File: src/rtl/xmb_pkg.sv
package xmb_pkg;
  localparam int ADDR_W = 16;
  localparam int DATA_W = 8;
  localparam int OFS_W  = 8;
  localparam logic [OFS_W-1:0] OFS_ALO  = 8'd0;
  localparam logic [OFS_W-1:0] OFS_AHI  = 8'd1;
  localparam logic [OFS_W-1:0] OFS_WD   = 8'd2;
  localparam logic [OFS_W-1:0] OFS_RD   = 8'd3;
  localparam logic [OFS_W-1:0] OFS_CMD  = 8'd4;
  localparam logic [OFS_W-1:0] OFS_STAT = 8'd5;

  typedef enum logic [1:0] {
    K_NONE = 2'd0,
    K_CODE = 2'd1,
    K_DRD  = 2'd2,
    K_DWR  = 2'd3
  } kind_t;

  typedef enum logic [1:0] {
    S_IDLE  = 2'd0,
    S_START = 2'd1,
    S_WAIT  = 2'd2
  } state_t;
endpackage

File: src/rtl/xmb_regs.sv
module xmb_regs
  import xmb_pkg::*;
#(
  parameter logic [OFS_W-1:0] BASE = 8'h00
) (
  input  logic              clk,
  input  logic              rst,
  input  logic [OFS_W-1:0]  io_addr,
  input  logic              io_wr,
  input  logic [DATA_W-1:0] io_wdata,
  output logic [DATA_W-1:0] io_rdata,
  input  logic              busy,
  input  logic [DATA_W-1:0] rdata_q,
  output logic [ADDR_W-1:0] addr_q,
  output logic [DATA_W-1:0] wdata_q,
  output logic              go,
  output kind_t             go_kind
);
  localparam int HALF = ADDR_W / 2;

  logic [OFS_W-1:0] off;
  logic             err_q;
  logic             cmd_hit;
  logic             cmd_valid;

  assign off       = io_addr - BASE;
  assign cmd_hit   = io_wr && (off == OFS_CMD);
  assign cmd_valid = (io_wdata == 8'h01) || (io_wdata == 8'h02) || (io_wdata == 8'h03);
  assign go        = cmd_hit && !busy && cmd_valid;
  assign go_kind   = cmd_valid ? kind_t'(io_wdata[1:0]) : K_NONE;

  always_ff @(posedge clk) begin
    if (rst) begin
      addr_q  <= '0;
      wdata_q <= '0;
      err_q   <= 1'b0;
    end else begin
      if (io_wr && !busy) begin
        if (off == OFS_ALO) addr_q[HALF-1:0]      <= io_wdata;
        if (off == OFS_AHI) addr_q[ADDR_W-1:HALF] <= io_wdata;
        if (off == OFS_WD)  wdata_q               <= io_wdata;
      end
      if (cmd_hit && busy) err_q <= 1'b1;
    end
  end

  always_comb begin
    unique case (off)
      OFS_ALO:  io_rdata = addr_q[HALF-1:0];
      OFS_AHI:  io_rdata = addr_q[ADDR_W-1:HALF];
      OFS_WD:   io_rdata = wdata_q;
      OFS_RD:   io_rdata = rdata_q;
      OFS_STAT: io_rdata = {{(DATA_W-2){1'b0}}, err_q, busy};
      default:  io_rdata = '0;
    endcase
  end

  // a command that collides with a running cycle leaves the error flag set
  a_r8_err_on_collide: assert property (@(posedge clk) disable iff (rst)
    cmd_hit && busy |=> err_q);

  // the error flag is sticky
  a_r8_err_sticky: assert property (@(posedge clk) disable iff (rst)
    err_q |=> err_q);

  // address held while a cycle runs
  a_r9_addr_stable: assert property (@(posedge clk) disable iff (rst)
    $past(busy) |-> $stable(addr_q));
endmodule

File: src/rtl/xmb_seq.sv
module xmb_seq
  import xmb_pkg::*;
(
  input  logic  clk,
  input  logic  rst,
  input  logic  go,
  input  kind_t go_kind,
  input  logic  hold,
  output logic  busy,
  output logic  bus_start,
  output logic  psen,
  output logic  rd_strb,
  output logic  wr_strb,
  output logic  done,
  output kind_t kind_q
);
  state_t state;

  always_ff @(posedge clk) begin
    if (rst) begin
      state  <= S_IDLE;
      kind_q <= K_NONE;
    end else begin
      unique case (state)
        S_IDLE: if (go) begin
          state  <= S_START;
          kind_q <= go_kind;
        end
        S_START, S_WAIT: state <= hold ? S_WAIT : S_IDLE;
        default: state <= S_IDLE;
      endcase
    end
  end

  assign busy      = (state != S_IDLE);
  assign bus_start = (state == S_START);
  assign psen      = bus_start && (kind_q == K_CODE);
  assign rd_strb   = bus_start && (kind_q == K_DRD);
  assign wr_strb   = bus_start && (kind_q == K_DWR);
  assign done      = busy && !hold;

  // program-store enable lasts one clock
  a_r3_psen_single: assert property (@(posedge clk) disable iff (rst)
    psen |=> !psen);
  // read strobe lasts one clock
  a_r4_rd_single: assert property (@(posedge clk) disable iff (rst)
    rd_strb |=> !rd_strb);
  // write strobe lasts one clock
  a_r5_wr_single: assert property (@(posedge clk) disable iff (rst)
    wr_strb |=> !wr_strb);
  // never two strobes at once
  a_r3_one_strobe: assert property (@(posedge clk) disable iff (rst)
    $onehot0({psen, rd_strb, wr_strb}));
  // no hold after bus start means the cycle is over next clock
  a_r6_zero_wait: assert property (@(posedge clk) disable iff (rst)
    bus_start && !hold |=> !busy);
  // hold keeps the cycle open and bus start does not repeat
  a_r7_hold_busy: assert property (@(posedge clk) disable iff (rst)
    busy && hold |=> busy && !bus_start);
endmodule

File: src/rtl/xmb_capture.sv
module xmb_capture
  import xmb_pkg::*;
(
  input  logic              clk,
  input  logic              rst,
  input  logic              done,
  input  kind_t             kind_q,
  input  logic [DATA_W-1:0] code_rdata,
  input  logic [DATA_W-1:0] data_rdata,
  output logic [DATA_W-1:0] rdata_q
);
  always_ff @(posedge clk) begin
    if (rst) begin
      rdata_q <= '0;
    end else if (done) begin
      if (kind_q == K_CODE)     rdata_q <= code_rdata;
      else if (kind_q == K_DRD) rdata_q <= data_rdata;
    end
  end

  // the captured byte only changes on a completing edge
  a_r7_capture_edge: assert property (@(posedge clk) disable iff (rst)
    !done |=> $stable(rdata_q));
endmodule

File: src/rtl/xmb_bridge.sv
module xmb_bridge
  import xmb_pkg::*;
#(
  parameter logic [7:0] BASE = 8'h00
) (
  input  logic        clk,
  input  logic        rst,
  input  logic [7:0]  io_addr,
  input  logic        io_wr,
  input  logic [7:0]  io_wdata,
  output logic [7:0]  io_rdata,
  output logic [15:0] code_addr,
  input  logic [7:0]  code_rdata,
  output logic        psen,
  output logic [15:0] data_addr,
  input  logic [7:0]  data_rdata,
  output logic [7:0]  data_wdata,
  output logic        rd_strb,
  output logic        wr_strb,
  output logic        bus_start,
  input  logic        hold
);
  logic [ADDR_W-1:0] addr_q;
  logic [DATA_W-1:0] wdata_q;
  logic [DATA_W-1:0] rdata_q;
  logic              busy;
  logic              go;
  logic              done;
  kind_t             go_kind;
  kind_t             kind_q;

  xmb_regs #(.BASE(BASE)) u_regs (
    .clk(clk), .rst(rst), .io_addr(io_addr), .io_wr(io_wr),
    .io_wdata(io_wdata), .io_rdata(io_rdata), .busy(busy),
    .rdata_q(rdata_q), .addr_q(addr_q), .wdata_q(wdata_q),
    .go(go), .go_kind(go_kind)
  );

  xmb_seq u_seq (
    .clk(clk), .rst(rst), .go(go), .go_kind(go_kind), .hold(hold),
    .busy(busy), .bus_start(bus_start), .psen(psen), .rd_strb(rd_strb),
    .wr_strb(wr_strb), .done(done), .kind_q(kind_q)
  );

  xmb_capture u_cap (
    .clk(clk), .rst(rst), .done(done), .kind_q(kind_q),
    .code_rdata(code_rdata), .data_rdata(data_rdata), .rdata_q(rdata_q)
  );

  assign code_addr  = addr_q;
  assign data_addr  = addr_q;
  assign data_wdata = wdata_q;
endmodule

File: config.mk
export PLATFORM = sky130hd
export DESIGN_NAME = xmb_bridge
export DESIGN_NICKNAME = d
export VERILOG_FILES = /design/src/rtl/xmb_pkg.sv /design/src/rtl/xmb_regs.sv /design/src/rtl/xmb_seq.sv /design/src/rtl/xmb_capture.sv /design/src/rtl/xmb_bridge.sv
export SDC_FILE = /design/constraint.sdc
export NUM_CORES = 1
export LEC_CHECK = 0
export ABC_AREA = 1
export BUFFER_PORTS_ARGS = -buffer_cell sky130_fd_sc_hd__buf_2
export CORE_MARGIN = 2
export CORE_UTILIZATION = 43
export CTS_CLUSTER_DIAMETER = 60
export CTS_CLUSTER_SIZE = 30
export DETAILED_ROUTE_END_ITERATION = 10
export PLACE_DENSITY_LB_ADDON = 0.2
export SLEW_MARGIN = 20
export SYNTH_ARGS = -nofsm -noshare
export SYNTH_HDL_FRONTEND = slang
export SYNTH_SLANG_ARGS = --single-unit
File: constraint.sdc
create_clock -name clk -period 1.55 [get_ports clk]
set_input_delay 0.0775 -clock clk [delete_from_list [all_inputs] [get_ports clk]]
set_output_delay 0.0775 -clock clk [all_outputs]
set_load 0.005 [all_outputs]
==> results of run 1 <==
## placed cells by master, fill, tap and decap left out
master,netlist,final
nor2_1,33,32
clkbuf_1,5,1
ha_2,0,1
dfxtp_1,37,37
buf_12,0,1
o21ai_0,31,31
o21ai_1,1,1
nand2_1,58,58
nand4_1,7,7
inv_2,3,3
nand2_2,3,3
nand3b_1,1,1
a21oi_1,19,19
buf_4,17,6
nand2_4,2,2
nor2_8,1,1
nor3_2,1,2
nor2_2,2,3
ha_1,7,6
nor2_4,6,6
inv_1,20,20
buf_2,2,87
mux2i_1,8,8
nand3_1,6,6
nor3_1,18,17
clkbuf_8,0,6
## metrics by stage
step	total power, uW	area (um2)
floorplan	1239	2071
global placement	1380	2482
detailed placement	1393	2482
CTS	2083	2571
global route	2159	2579
finish	2063	2579
## registers in the layout, indices dropped and copies added (netlist names)
register        cells
u_cap.rdata_q       8
u_seq.kind_q        2
u_regs.addr_q      16
u_regs.err_q        1
u_seq.state         2
u_regs.wdata_q      8
## logic make-up after synthesis
group	count (synthesis)	share of synthesized area, %
AO/OA/AOI/OAI	51	12.33
adder cells (fa/ha/maj)	7	4.229
buffers and inverters	47	11.72
flip-flops	37	35.77
multiplexers	8	3.867
AND/OR/NAND/NOR	138	32.08
## area by class of cell
cell class,instances,area share [%]
clock buffer,7,3.348
tap,54,2.620
inverter,23,3.348
sequential,37,28.72
multi-input combinational,204,42.55
timing repair buffer,94,19.41
## layer usage
metal  global-route usage [%]  up-vias  part of all wire [%]
li1                         -     1084                     -
met1                    30.23      936                    47
met5                        0        -                     0
met2                    31.43       66                    45
met3                    3.841        7                   6.4
met4                    8.485        0                   1.5
## power by group through the flow
stage	clock (uW)	sequential, uW	combinational [uW]
finish	686	987	390
global route	728	988	443
global placement	0	1010	375
detailed placement	0	1010	385
floorplan	0	1000	235
CTS	706	986	391
## Yosys cell counts, drive strengths merged
master / count / area share [%]
inv: 23 / 4.2
o21ai: 32 / 7.7
clkbuf: 5 / 0.91
buf: 19 / 6.6
mux2i: 8 / 3.9
a21oi: 19 / 4.6
dfxtp: 37 / 36
nand3b: 1 / 0.36
nand4: 7 / 2.1
nor2: 42 / 11
ha: 7 / 4.2
nand3: 6 / 1.5
nor3: 19 / 4.8
nand2: 63 / 13
## critical path, cell delays in order, from the launching register on
cell and delay (ns):
dfxtp_1 0.33, inv_1 0.11, ha_2 0.25, nand2_2 0.15, buf_12 0.20, nor2_8 0.16, nand2_1 0.07, a21oi_1 0.14
## path summary, 6_finish.rpt
check | from | end | slack, ns | depth (start not counted)
max | u_seq.state[1] | u_regs.wdata_q[6] | 0.09 | 7
min reg2reg | u_regs.err_q | u_regs.err_q | 0.45 | 2
min | data_rdata[6] | u_cap.rdata_q[6] | 0.05 | 3
max reg2reg | u_seq.state[1] | u_regs.wdata_q[6] | 0.09 | 7
==> parameters.txt, run 1 <==
Parameter                              Value

Floorplan
  Die Y ... ~73 um
  CORE AREA ... ~4700 um2
  Rows ... 25
  Starting density of the core ... around 44%
  X dimension of the die ... about 73 um
  Area of the die ... 5387 um2
  Top-level I/O count ... 88

Worst setup path
  Type of the worst setup path ... reg -> reg
  Biggest fanout along the worst timing path ... 21
  Startpoint class of the critical path ... flip-flop
  Capturing element type of the critical path ... flip-flop
  Required time of the worst setup path ... approximately 1.8 ns
  Arrival time at the worst endpoint ... 1.69 ns

Detailed routing
  1st-iter DRT viols ... between 100 and 150
  Detailed Route WL ... around 5.5 mm
  Count of unresolved DRC violations after routing ... 0
  Number of routed nets with antenna violations ... 0
  Vias ... roughly 2100
  Routed WL per cell ... between 10 and 15 um
  Via/cell ratio ... ~5
  Number of optimization iterations in the first detailed-route pass ... 4

Global routing
  Via count of the first global-routing pass ... between 1500 and 2000
  First-pass GRT wire length ... 8.618 mm
  Global route overflow ... 0
  Antenna violations before repair ... 0
  Pin count of the biggest net entering global routing ... 27
  Gr usage total ... 21.15%

STA
  Worst path setup slack after routing ... approximately 0.087 ns
  Number of hold violations in the final report ... 0
  Worst-Margin Slew ... approximately 0.28 ns
  Final critical-path share of the clock period ... 94.42%
  Hold slack final ... 0.04596 ns
  Setup total negative slack ... 0 ns
  Slew Viols, Final ... 0
  Layout Skew ... roughly 0.0042 ns
  Final setup violation count ... 0
  Worst rel slew slack ... slightly above 80%
  Minimum clock period ... roughly 1.5 ns
  Max frequency ... 683.3 MHz
  RSZ-0062 raised after global routing ... yes

Pwr
  Pwr Density ... between 700 and 800 nW/um2
  Pint ... approximately 1500 uW
  Clock power frac ... about 33%
  Sw Pwr ... approximately 600 uW
  Part of the power in registers ... 47.8%
  Pleak ... about 0.0013 uW
  Worst IR drop on VDD ... between 0.0005 and 0.0006 V
  Combinational share of power ... between 10% and 20%
  Fraction of power spent switching nets ... about 29%

Clocking
  Num CTS Buffers ... 5
  CTS Buffer Depth ... 2
  CTS Root Cell ... clkbuf_8
  Clock transition at the registers of the reported paths ... about 0.07 ns
  Number of gates resized after cts ... 1
  Number of hold buffers added after cts ... 0
  Post-CTS setup repair buffer count ... 0
  Insertion delay of the later-clocked pin in the worst-skew pair ... roughly 0.30 ns
  CTS tree ... done
  CTS H-tree lvls ... 2
  TritonCTS sink count ... 37

Cells and area
  Net count of the finished layout ... 408
  Fill cells ... about 480
  Number of antenna diodes ... 0
  Area growth from synthesis to layout ... 24.53%
  Share of post-route cells with drive strength above 1 ... between 30% and 40%
  Sequential cell area ... between 700 and 800 um2
  Area taken by multi-input logic gates ... roughly 1100 um2
  Core Util, Final ... a little over half
  Post-route non-filler standard cell count ... 419

Synth
  Warnings, synthesis ... 0
  Syn Inst Count ... about 290
  Part of the Yosys area used for sequential elements ... between 30 and 40%
  FF+latch count, synth ... 37
  Synth cell types ... 23
  Netlist area before placement ... 2071 um2
  Syn nets ... between 300 and 400
  Mean instance size in the synthesized netlist ... ~7.2 um2

Place
  Total half-perimeter wirelength after legalization and detailed placement ... around 4.2 mm
  Gp weighted congestion ... 0.8456
  DP Cell Count ... roughly 410
  Post-Place Setup Slack ... -0.01099 ns
  PortBufs ... 87

Run
  Max Cap Viol ... 0

Hold path
  Hold crit path type ... in -> reg

Run status
  Run status ... completed
Note: power is estimated with default switching activity, not from simulation.
==> inputs of run 2 (changes only) <==
--- a/config.mk
+++ b/config.mk
@@ -7,6 +7,7 @@
 export LEC_CHECK = 0
 export ABC_AREA = 1
 export BUFFER_PORTS_ARGS = -buffer_cell sky130_fd_sc_hd__buf_2
+export CORE_ASPECT_RATIO = 1.5
 export CORE_MARGIN = 2
 export CORE_UTILIZATION = 43
 export CTS_CLUSTER_DIAMETER = 60
==> run 2 against run 1 <==
- clock power rose by 28%
- non-clock buffer count is the same
- critical endpoint is now io_rdata[0]
- register-to-register slack better by 0.07 ns
- first-iteration DRC count fell by 8.5%
- critical path type is now reg -> out
- core utilization increased by 2.2 points
- combinational power grew 11%
- clock skew up 0.00076 ns
- largest power group unchanged
==> parameters.txt, run 2 (synthesized netlist as in run 1, its figures left out) <==
Parameter                              Value

Hold path
  Hold crit path type ... in -> reg
  Cell depth of the worst hold path ... 3

Pwr
  Pleak ... around 0.0013 uW
  Pwr Density ... around 880 nW/um2
  Worst IR drop on VDD ... roughly 0.00061 V

Worst setup path
  Chain of cells forming the critical path ... inv_1 -> ha_4 -> inv_1 -> nand3_1 -> nand4_1 -> buf_2
  Arrival time at the worst endpoint ... 1.33 ns
  Capturing element type of the critical path ... output pin
  Number of cell instances on the worst register-to-register path ... 9
  Number of gates on the worst path with buffers counted ... 6
  Delay of the slowest cell on the worst path ... around 0.33 ns
  Startpoint class of the critical path ... flip-flop
  Required time of the worst setup path ... approximately 1.5 ns
  Family of cells with the greatest summed delay on the critical path ... flip-flops
  Type of the worst setup path ... reg -> out
  Buf/Inv on CP ... 3
  Most numerous cell on the critical path ... inv_1
  Biggest fanout along the worst timing path ... 5
  Highest-delay cell along the critical path ... dfxtp_1

Cells and area
  Area taken by multi-input logic gates ... between 1000 and 1500 um2
  Net count of the finished layout ... just over 400
  Most frequent cells in the layout ... 87 x buf_2, 58 x nand2_1, 37 x dfxtp_1
  Core Util, Final ... between 50% and 60%
  Area growth from synthesis to layout ... 26.47%
  Fill cells ... slightly below 500
  Number of antenna diodes ... 0
  Most common cell after layout, fill and taps aside ... buf_2
  Largest registers ... u_regs.addr_q: 16 flops, u_cap.rdata_q: 8 flops, u_regs.wdata_q: 8 flops
  Register name with the most flops ... u_regs.addr_q
  Share of post-route cells with drive strength above 1 ... about 33%
  Sequential cell area ... approximately 740 um2
  Number of flip-flops in the largest register ... 16

Clocking
  Insertion delay of the later-clocked pin in the worst-skew pair ... roughly 0.29 ns
  Num CTS Buffers ... 5
  TritonCTS sink count ... 37
  CTS Root Cell ... clkbuf_8
  CTS Buffer Depth ... 2
  CTS H-tree lvls ... 2
  CTS tree ... done
  Clock transition at the registers of the reported paths ... roughly 0.07 ns
  Number of hold buffers added after cts ... 0

Global routing
  Gr usage total ... approximately 22%
  Via count of the first global-routing pass ... ~1800
  First-pass GRT wire length ... around 9 mm
  Pin count of the biggest net entering global routing ... 25
  Antenna violations before repair ... 0
  Global route overflow ... 0

STA
  Hold slack final ... 0.06348 ns
  Layout Skew ... just under 0.005 ns
  Setup total negative slack ... 0 ns
  Worst-Margin Slew ... ~0.31 ns
  Final critical-path share of the clock period ... 90.97%
  Max frequency ... a little over 700 MHz
  Worst path setup slack after routing ... 0.1400 ns
  Minimum clock period ... between 1 and 1.5 ns
  Slew Viols, Final ... 0
  Worst rel slew slack ... 79.10%
  Number of hold violations in the final report ... 0
  Final setup violation count ... 0
  RSZ-0062 raised after global routing ... no

Floorplan
  Die Y ... 88.99 um
  CORE AREA ... ~4600 um2
  Top-level I/O count ... ~90
  Rows ... 30
  X dimension of the die ... around 61 um
  Starting density of the core ... between 40 and 50%
  Area of the die ... between 5000 and 6000 um2

Detailed routing
  WL met2 ... roughly 2.8 mm
  Total met3 wirelength after detailed routing ... about 400 um
  Number of routed nets with antenna violations ... 0
  Highest metal used ... met4
  Via/cell ratio ... 4.986
  Detailed Route WL ... roughly 5.8 mm
  Number of optimization iterations in the first detailed-route pass ... 4
  1st-iter DRT viols ... 97
  Count of unresolved DRC violations after routing ... 0
  Met1 Wirelength ... approximately 2.5 mm
  Routed WL per cell ... approximately 13 um
  Vias ... between 2000 and 2500

Place
  Total half-perimeter wirelength after legalization and detailed placement ... about 4.4 mm
  Gp weighted congestion ... slightly above 0.8
  Post-Place Setup Slack ... -0.01866 ns
  PortBufs ... between 80 and 90

Run status
  Run status ... completed

Run
  Max Cap Viol ... 0
## run 2: final timing paths
| path | startpoint | to | slack (ns) |
|---|---|---|---|
| hold reg to reg | u_regs.err_q | u_regs.err_q | 0.46 |
| hold / removal | data_rdata[1] | u_cap.rdata_q[1] | 0.06 |
| setup reg to reg | u_seq.state[1] | u_seq.state[0] | 0.16 |
| setup / recovery | u_seq.state[1] | io_rdata[0] | 0.14 |
## run 2: cell type report
type,count,area share [%]
clock inverters,1,1.147
clock buffers,7,3.297
repair buffers,94,18.63
inverters,23,3.297
flip-flops and latches,37,28.28
multi-input cells,204,42.28
well taps,64,3.058
## run 2: per-layer routing
metal  global-route usage, %  vias up
met4                   6.719        0
met1                   26.81      961
met2                   37.05      100
li1                        -     1076
met5                       0        -
met3                   4.197        7
## run 2: worst min-delay path: stages
cell and delay (ns):
buf_2 0.07, mux2i_1 0.05, a21oi_1 0.11
## run 2: repair_timing
item                                    in CTS  in global routing
endpoints found under the setup margin       8                  8
gates cloned                                 0                  0
gates resized for setup                      2                  2
buffers inserted                             0                  0
## run 2: power breakdown
| part | switching, uW | internal [uW] | leakage [uW] | total [uW] |
|---|---|---|---|---|
| Combinational | 269 | 165 | 0.000991 | 434 |
| Sequential | 11.7 | 969 | 0.000298 | 980 |
| Clock | 352 | 525 | 0.0000585 | 877 |
## run 2: through the flow
step / total power, uW / instance area [um2] / cells
floorplan: 1239 / 2071 / 288
global placement: 1382 / 2482 / 422
detailed placement: 1393 / 2482 / 422
CTS: 2266 / 2606 / 430
global route: 2389 / 2619 / 430
finish: 2292 / 2619 / 430
